File: config.mk
export PLATFORM = sky130hd
export DESIGN_NAME = zs_strip_formatter
export DESIGN_NICKNAME = d
export VERILOG_FILES = /design/src/rtl/zsf_pkg.sv /design/src/rtl/zsf_keep.sv /design/src/rtl/zsf_sparse_word.sv /design/src/rtl/zsf_slot_insert.sv /design/src/rtl/zs_strip_formatter.sv
export SDC_FILE = /design/constraint.sdc
export NUM_CORES = 1
export LEC_CHECK = 0
export ABC_AREA = 1
export BUFFER_PORTS_ARGS = -buffer_cell sky130_fd_sc_hd__buf_4
export CORE_ASPECT_RATIO = 0.9
export CORE_MARGIN = 10
export CORE_UTILIZATION = 41
export DETAILED_ROUTE_END_ITERATION = 6
export PLACE_DENSITY = 0.6
export SLEW_MARGIN = 20
export SYNTH_ARGS = -nofsm -noshare
export SYNTH_HDL_FRONTEND = slang
export SYNTH_SLANG_ARGS = --single-unit
File: constraint.sdc
create_clock -name clk -period 2.2 [get_ports clk]
set_clock_uncertainty 0.15 [all_clocks]
set_input_delay 0.33 -clock clk [delete_from_list [all_inputs] [get_ports clk]]
set_output_delay 0.33 -clock clk [all_outputs]
set_load 0.02 [all_outputs]
File: src/rtl/zsf_pkg.sv
package zsf_pkg;
    typedef enum logic {
        FMT_DENSE  = 1'b0,
        FMT_SPARSE = 1'b1
    } fmt_e;
endpackage

File: src/rtl/zsf_keep.sv
module zsf_keep #(
    parameter int AMP_W = 10
) (
    input  logic [AMP_W-1:0] amp,
    input  logic [AMP_W-1:0] thr,
    output logic             keep
);
    // strict comparison: a strip at the threshold is dropped
    assign keep = (amp > thr);
endmodule

File: src/rtl/zsf_sparse_word.sv
module zsf_sparse_word #(
    parameter int AMP_W  = 10,
    parameter int IDX_W  = 14,
    parameter int WORD_W = 32
) (
    input  logic [AMP_W-1:0]  amp,
    input  logic [IDX_W-1:0]  idx,
    output logic [WORD_W-1:0] word
);
    localparam int PAD_W = WORD_W - IDX_W - AMP_W;

    assign word = {{PAD_W{1'b0}}, idx, amp};
endmodule

File: src/rtl/zsf_slot_insert.sv
module zsf_slot_insert #(
    parameter int AMP_W  = 10,
    parameter int WORD_W = 32,
    parameter int SLOTS  = 3,
    parameter int CNT_W  = 2
) (
    input  logic [WORD_W-1:0] base,
    input  logic [CNT_W-1:0]  slot,
    input  logic [AMP_W-1:0]  amp,
    output logic [WORD_W-1:0] word
);
    localparam int PACK_W = SLOTS * AMP_W;

    for (genvar s = 0; s < SLOTS; s++) begin : g_slot
        assign word[s*AMP_W +: AMP_W] = (slot == CNT_W'(s)) ? amp : base[s*AMP_W +: AMP_W];
    end

    if (WORD_W > PACK_W) begin : g_pad
        assign word[WORD_W-1:PACK_W] = base[WORD_W-1:PACK_W];
    end
endmodule

File: src/rtl/zs_strip_formatter.sv
module zs_strip_formatter
    import zsf_pkg::*;
#(
    parameter int AMP_W  = 10,
    parameter int IDX_W  = 14,
    parameter int WORD_W = 32,
    parameter int SLOTS  = 3
) (
    input  logic              clk,
    input  logic              rst_n,
    input  logic              cfg_sparse,
    input  logic [AMP_W-1:0]  cfg_thr,
    input  logic              in_valid,
    output logic              in_ready,
    input  logic              in_sof,
    input  logic              in_last,
    input  logic [AMP_W-1:0]  in_amp,
    input  logic [IDX_W-1:0]  in_idx,
    output logic              out_valid,
    input  logic              out_ready,
    output logic [WORD_W-1:0] out_data,
    output logic              out_eoe
);
    localparam int CNT_W = (SLOTS > 1) ? $clog2(SLOTS) : 1;
    localparam logic [CNT_W-1:0] LAST_SLOT = CNT_W'(SLOTS - 1);

    typedef struct packed {
        logic              out_valid;
        logic              out_eoe;
        logic [WORD_W-1:0] out_data;
        logic [WORD_W-1:0] acc_data;
        logic              acc_valid;
        logic [CNT_W-1:0]  acc_cnt;
        logic              flush;
        fmt_e              mode;
        logic [AMP_W-1:0]  thr;
    } state_t;

    state_t st_q, st_d;

    logic              space, fire, keep;
    fmt_e              eff_mode;
    logic [AMP_W-1:0]  eff_thr;
    logic [WORD_W-1:0] base_data, sparse_word, dense_word;
    logic              base_valid;
    logic [CNT_W-1:0]  base_cnt;

    // an opening strip uses live configuration and starts from an empty word
    assign eff_mode   = in_sof ? fmt_e'(cfg_sparse) : st_q.mode;
    assign eff_thr    = in_sof ? cfg_thr : st_q.thr;
    assign base_data  = in_sof ? '0 : st_q.acc_data;
    assign base_valid = in_sof ? 1'b0 : st_q.acc_valid;
    assign base_cnt   = in_sof ? '0 : st_q.acc_cnt;

    assign space    = !st_q.out_valid || out_ready;
    assign in_ready = space && !st_q.flush;
    assign fire     = in_valid && in_ready;

    zsf_keep #(.AMP_W(AMP_W)) u_keep (
        .amp  (in_amp),
        .thr  (eff_thr),
        .keep (keep)
    );

    zsf_sparse_word #(.AMP_W(AMP_W), .IDX_W(IDX_W), .WORD_W(WORD_W)) u_sparse (
        .amp  (in_amp),
        .idx  (in_idx),
        .word (sparse_word)
    );

    zsf_slot_insert #(.AMP_W(AMP_W), .WORD_W(WORD_W), .SLOTS(SLOTS), .CNT_W(CNT_W)) u_ins (
        .base (base_data),
        .slot (base_cnt),
        .amp  (in_amp),
        .word (dense_word)
    );

    always_comb begin
        st_d = st_q;
        if (space) begin
            st_d.out_valid = 1'b0;
            st_d.out_eoe   = 1'b0;
        end

        if (st_q.flush && space) begin
            // close the event with whatever the accumulator holds
            st_d.out_valid = 1'b1;
            st_d.out_eoe   = 1'b1;
            st_d.out_data  = st_q.acc_valid ? st_q.acc_data : '0;
            st_d.acc_data  = '0;
            st_d.acc_valid = 1'b0;
            st_d.acc_cnt   = '0;
            st_d.flush     = 1'b0;
        end else if (fire) begin
            if (in_sof) begin
                st_d.mode = fmt_e'(cfg_sparse);
                st_d.thr  = cfg_thr;
            end
            st_d.acc_data  = base_data;
            st_d.acc_valid = base_valid;
            st_d.acc_cnt   = base_cnt;

            if (eff_mode == FMT_SPARSE) begin
                if (keep) begin
                    if (base_valid) begin
                        st_d.out_valid = 1'b1;
                        st_d.out_eoe   = 1'b0;
                        st_d.out_data  = base_data;
                    end
                    st_d.acc_data  = sparse_word;
                    st_d.acc_valid = 1'b1;
                end
                st_d.flush = in_last;
            end else begin
                if (base_cnt == LAST_SLOT) begin
                    st_d.out_valid = 1'b1;
                    st_d.out_eoe   = in_last;
                    st_d.out_data  = dense_word;
                    st_d.acc_data  = '0;
                    st_d.acc_valid = 1'b0;
                    st_d.acc_cnt   = '0;
                end else begin
                    st_d.acc_data  = dense_word;
                    st_d.acc_valid = 1'b1;
                    st_d.acc_cnt   = base_cnt + 1'b1;
                    st_d.flush     = in_last;
                end
            end
        end
    end

    always_ff @(posedge clk or negedge rst_n) begin
        if (!rst_n) begin
            st_q <= '0;
        end else begin
            st_q <= st_d;
        end
    end

    assign out_valid = st_q.out_valid;
    assign out_eoe   = st_q.out_eoe;
    assign out_data  = st_q.out_data;
endmodule

After elaboration in Yosys (flattened, before gate mapping)
Index checks and enable logic that the tools add are counted.
{ "word_totals": {"out_inout_bits": 35, "ff_bits": 81, "input_bits": 41} }
{ "classes": {"bitwise": 1, "add_sub_neg": 1, "n_lt_le_gt_ge": 1, "n_eq_ne": 5, "n_reduce_logical": 12, "muxes": 21} }
{ "op_table": {"columns": ["op", "count"], "rows": [
  ["$mux W67", 2],
  ["$mux W81", 1],
  ["$mux W70", 1],
  ["$mux W34", 2],
  ["$mux W32", 2],
  ["$mux W10", 4],
  ["$mux W35", 1],
  ["$mux W11", 1],
  ["$gt A10 B10 Y1", 1],
  ["$mux W2", 3],
  ["$mux W1", 4],
  ["$reduce_and A4 Y1", 1],
  ["$logic_and A1 B1 Y1", 3],
  ["$ne A3 B1 Y1 const B", 1],
  ["$ne A3 B2 Y1 const B", 1],
  ["$ne A3 B3 Y1 const B", 1],
  ["$reduce_and A3 Y1", 1],
  ["$reduce_bool A3 Y1", 1],
  ["$add A2 B1 Y2 const B", 1],
  ["$eq A2 B1 Y1 const B", 1],
  ["$eq A2 B2 Y1 const B", 1],
  ["$logic_not A1 Y1", 2],
  ["$logic_not A2 Y1", 1],
  ["$reduce_and A2 Y1", 1],
  ["other kinds (3)", 3]
]} }

Depth between registers and ports, before layout
{ "depth": {"word_depth": 8, "depth_mapped": 18, "ltp_nobuf": 15} }

Cells and area by module
Synthesis repeated with hierarchy kept, for this count alone.
{ "hier_totals": {"cells_unflattened": 1111, "hier_area_um2": 6880.3} }
{ "by_module_without_submodules": {"columns": ["mod", "n_inst", "area_per_inst_um2", "cells_each"], "rows": [
  ["zs_strip_formatter", 1, 5879.4, 922],
  ["zsf_slot_insert", 1, 449.2, 103],
  ["zsf_keep", 1, 307.8, 53],
  ["zsf_sparse_word", 1, 244.0, 33]
]} }

Worst setup path before layout
OpenSTA, ideal clock, no wires.
{ "synth_timing": {"kind": "input port to flip-flop", "start": "input port in_sof", "end": "register st_q, in the netlist out_data[0]", "t_arrival_ps": 2335, "cell_stages": 15, "setup_ps": 125, "t_required_ps": 1925, "n_path_buf": 4, "path_slack_ps": -410, "cell_sequence": "clkbuf_1 -> clkbuf_1 -> o21ai_0 -> ha_1 -> nand2_1 -> nor2_1 -> nand3_1 -> nand3_1 -> buf_2 -> nand2_1 -> nand2_1 -> nand2_1 -> buf_2 -> nand3_1 -> nand3_1"} }
{ "synth_via": {"elab_chain_cells": 7} }
{ "synth_lines": {"columns": ["element", "line_no", "source"], "rows": [
  ["start, declared", "zs_strip_formatter.sv:15", "input logic in_sof,"],
  ["branches (longest 7 deep; another with $gt A10 B10 Y1)", null, null],
  ["end signal, assigned", "zs_strip_formatter.sv:136", "st_q <= st_d;"],
  ["end, declared", "zs_strip_formatter.sv:39", "state_t st_q, st_d;"]
]} }
Parallel ways; which one is timed is not known. The select of a mux whose other input is x is not followed.
A chain may end at the register's enable or synchronous reset.

Worst setup path after layout
{ "layout_timing": {"start": "register st_q[9] (netlist bit)", "end": "register st_q, in the netlist out_data[15]"} }
{ "layout_via": {"elab_chain_cells": 4} }
{ "layout_lines": {"columns": ["element", "line_no", "source"], "rows": [
  ["$mux W10", "zs_strip_formatter.sv:50", "assign eff_thr = in_sof ? cfg_thr : st_q.thr;"],
  ["$gt A10 B10 Y1", "zsf_keep.sv:9", "assign keep = (amp > thr);"],
  ["$ne A3 B2 Y1 (no source line)", null, null],
  ["$reduce_and A4 Y1 (no source line)", null, null]
]} }
No other way between the ends.

==> summary.md <==
| Metric | Value |
|---|---|
| Status | `finished, final reports clean` |
| Detailed-route DRC error count | `0` |
| Final GP Congestion | `0.868` |
| Total power consumption of the routed design | `8.21 mW` |
| Critical Path Fanout Max | `13` |
| Fill count | `1,337` |
| Syn_area_per_cell | `6.59 sq um` |
| Switching share of total power | `45.2%` |
| WP data arrival | `2.22 ns` |
| Number of synthesis warnings | `0` |
| CTS Buf Count | `9` |
| Distinct cell type count of the synthesized netlist | `22` |
| Remaining global-route overflow | `0` |
| Kind of launch point of the worst setup path | `register` |
| Largest delay contributor family on the critical path | `simple AND/OR/NAND/NOR gates` |
| Number of antenna violations at the first check in global routing | `0` |
| Hold crit path type | `input port to register` |
| Worst Path Required | `2.33 ns` |
| Overall die height | `131 microns` |
| Post-synthesis instance total | `855` |
| Final hold viol count | `0` |
| Final instance area | `6860 sq um` |
| Post-placement worst setup slack | `-0.130 ns` |
| Clock tree from TritonCTS | `built` |
| Number of cells in the finished layout apart from fillers | `1,075` |
| Share of final-layout standard cells stronger than drive strength 1 | `18.5%` |
| Die Width | `144 microns` |
| Global router's overall resource usage | `19.7%` |
| Total standard cell area after synthesis | `5630 sq um` |
| Synthesized net count | `906` |
| Net Sw Power | `3.71 mW` |
| Maximum ir drop on the vdd rail | `0.623 mV` |
| Final standard cell utilization of the core | `51.1%` |
| HPWL after detailed placement | `13,100 microns` |
| Wire length reported by the detailed router | `18,300 microns` |
| Kind of capture point of the worst setup path | `register` |
| Total die area | `18,800 sq um` |
| TritonRoute pass-1 iters | `6` |
| Total placed cells including tap cells | `1,058` |
| Comb pwr share | `52.7%` |
| Final-layout worst hold slack | `0.0911 ns` |
| Max stage delay on crit path | `0.39 ns` |
| Leading post-synthesis cells by cell area | `sky130_fd_sc_hd__dfrtp_1 (36%), sky130_fd_sc_hd__nand3_1 (17%), sky130_fd_sc_hd__nand2_1 (16%), sky130_fd_sc_hd__o21ai_0 (7.3%), sky130_fd_sc_hd__buf_4 (4.3%)` |
| Post-DP Area | `6500 sq um` |
| Cell with the biggest individual delay on the critical path | `sky130_fd_sc_hd__dfrtp_1` |
| Count of antenna-violating nets left after detailed routing | `0` |
| DRC violation total after the first TritonRoute iteration | `579` |
| Clock tree root buffer cell | `sky130_fd_sc_hd__clkbuf_16` |
| Most common library cell in the layout ignoring fill and taps | `sky130_fd_sc_hd__nand2_1` |
| Count of final setup violators | `0` |
| Clock tree sinks | `81` |
| Leak Pwr | `3.41 nW` |
| Number of diodes | `0` |
| Standard-cell rows | `40` |
| Setup tns final | `0 ns` |
| Pin count of the biggest net entering global routing | `82` |
| Area leader, netlist | `sky130_fd_sc_hd__dfrtp_1` |
| Number of input and output port buffers inserted | `75` |
| Initial Utilization | `42.0%` |
| Sequential cell area fraction in the yosys report | `36.0%` |
| Highest attainable clock frequency | `480 MHz` |
| Number of violations of the max-capacitance limit | `0` |
| Global-route wire length before repair | `30,200 microns` |
| Ratio of final minimum period to clock period | `94.7%` |
| Crit path buf inv count | `2` |
| Worst-case clock buffer depth | `2` |
| Slack of the critical path | `0.117 ns` |
| CTS clk-pin slew, worst paths | `0.06 ns` |
| Time the final worst path needs with I/O delays and setup | `2.08 ns` |
| Worst relative slew slack | `65.5%` |
| Number of H-tree levels | `3` |
| Power per cell area | `1200 nW/um^2` |
| Layout net count | `954` |
| Critical path cell sequence | `o21ai_2 > ha_1 > nand2_2 > inv_1 > a21oi_2 > nand3_4 > nand2_4 > nand2_4 > nand2_8 > buf_12 > nand3_1 > nand3_1` |
| Most frequent cells in the layout | `sky130_fd_sc_hd__nand2_1 (228), sky130_fd_sc_hd__nand3_1 (191), sky130_fd_sc_hd__buf_4 (113)` |
| Io pins | `76` |
| Vias/cell | `5.49` |
| Vias | `5,905` |
| Final Max Slew Viols | `0` |
| Sequential cell fraction of total power | `30.4%` |
| Routed wire per std cell | `17.1 microns` |
| Number of flops mapped to enable cells by yosys | `0` |
| Core area | `13,400 sq um` |
| Pint | `4.50 mW` |
| Dominant register cell in the synthesized netlist | `sky130_fd_sc_hd__dfrtp_1` |
| Clock group share of total power | `16.9%` |
| Area Overhead vs Synth | `21.8%` |
| Slew at the pin closest to its max-slew limit | `0.517 ns` |
| Number of global-route vias before repair | `5,874` |
| Category of the most critical setup path | `register to register` |
| Total of flip-flops plus latches after synthesis | `81` |
| Number of setup buffers added after CTS | `0` |
| Clock Latency Late Sink | `0.35 ns` |
| Async set or reset register ratio after synthesis | `100%` |
| Top-area cell type share of the netlist area | `36.0%` |
[cell type report]
type	count	area, sq um	area share (%)
Tap cell	168	210	3.07
Clock buffer	15	258	3.76
Sequential cell	81	2030	29.6
Multi-Input combinational cell	616	2960	43.2
Timing Repair Buffer	130	1160	16.9
Inverter	65	244	3.56
[cell usage after synthesis, types with 7 or more instances]
| cell | number |
|---|---|
| sky130_fd_sc_hd__buf_2 | 21 |
| sky130_fd_sc_hd__nand2_1 | 234 |
| sky130_fd_sc_hd__nor2_1 | 54 |
| sky130_fd_sc_hd__ha_1 | 10 |
| sky130_fd_sc_hd__o21ai_0 | 82 |
| sky130_fd_sc_hd__o21ai_1 | 9 |
| sky130_fd_sc_hd__buf_4 | 32 |
| sky130_fd_sc_hd__inv_1 | 53 |
| sky130_fd_sc_hd__nand3b_1 | 12 |
| sky130_fd_sc_hd__nand3_1 | 195 |
| sky130_fd_sc_hd__clkbuf_1 | 35 |
| sky130_fd_sc_hd__dfrtp_1 | 81 |
| sky130_fd_sc_hd__o22ai_1 | 7 |
[logic make-up (layout without fill, tap and decap cells)]
group / Yosys count / after routing / synth area share (%)
AND/OR/NAND/NOR: 503 / 503 / 39.1
buffers and inverters: 158 / 210 / 13.1
AO/OA/AOI/OAI: 103 / 103 / 9.58
flip-flops: 81 / 81 / 36.0
adder cells (fa/ha/maj): 10 / 10 / 2.22
[path summary, 6_finish.rpt]
kind	depth (start not counted)	slack (ns)	startpoint	endpoint
setup reg to reg	12	0.12	st_q[9]	out_data[15]
max in group asynchronous	3	1.11	rst_n	st_q[17]
setup / recovery	12	0.12	st_q[9]	out_data[15]
min in group asynchronous	3	0.35	rst_n	st_q[1]
hold reg to reg	2	0.33	st_q[0]	st_q[0]
hold / removal	3	0.09	in_idx[5]	st_q[30]
[per-layer routing]
metal	GRT usage [%]	wire length, microns	vias up
li1	-	-	2863
met1	25.3	7870	2717
met2	29.9	8350	279
met3	5.44	1530	46
met4	8.90	591	0
met5	0	0	-
[flip-flops by register name, summed over array words and instances (netlist names)]
signal / flops
out_data: 32
out_eoe: 1
out_valid: 1
st_q: 47
[worst register-to-register path, stage by stage, from the launching register on]
cell                      delay, ns
sky130_fd_sc_hd__dfrtp_1       0.39
sky130_fd_sc_hd__o21ai_2       0.13
sky130_fd_sc_hd__ha_1          0.26
sky130_fd_sc_hd__nand2_2       0.10
sky130_fd_sc_hd__inv_1         0.06
sky130_fd_sc_hd__a21oi_2       0.17
sky130_fd_sc_hd__nand3_4       0.13
sky130_fd_sc_hd__nand2_4       0.14
sky130_fd_sc_hd__nand2_4       0.08
sky130_fd_sc_hd__nand2_8       0.11
sky130_fd_sc_hd__buf_12        0.15
sky130_fd_sc_hd__nand3_1       0.08
sky130_fd_sc_hd__nand3_1       0.08
[power by group through the flow]
| stage | registers, mW | logic, mW | clock network [mW] |
|---|---|---|---|
| after floorplan | 2.40 | 3.02 | 0 |
| after global placement | 2.49 | 4.15 | 0 |
| after detailed placement | 2.51 | 4.24 | 0 |
| after CTS | 2.49 | 4.26 | 1.42 |
| after global routing | 2.58 | 4.80 | 1.47 |
| final | 2.50 | 4.32 | 1.39 |
[what timing repair did]
item	in CTS	in global routing
hold buffers	1	0
setup endpoints to repair	0	65
endpoints found under the hold margin	81	0
gates resized for setup	0	21
No activity file was read; power rests on OpenSTA's default activity.
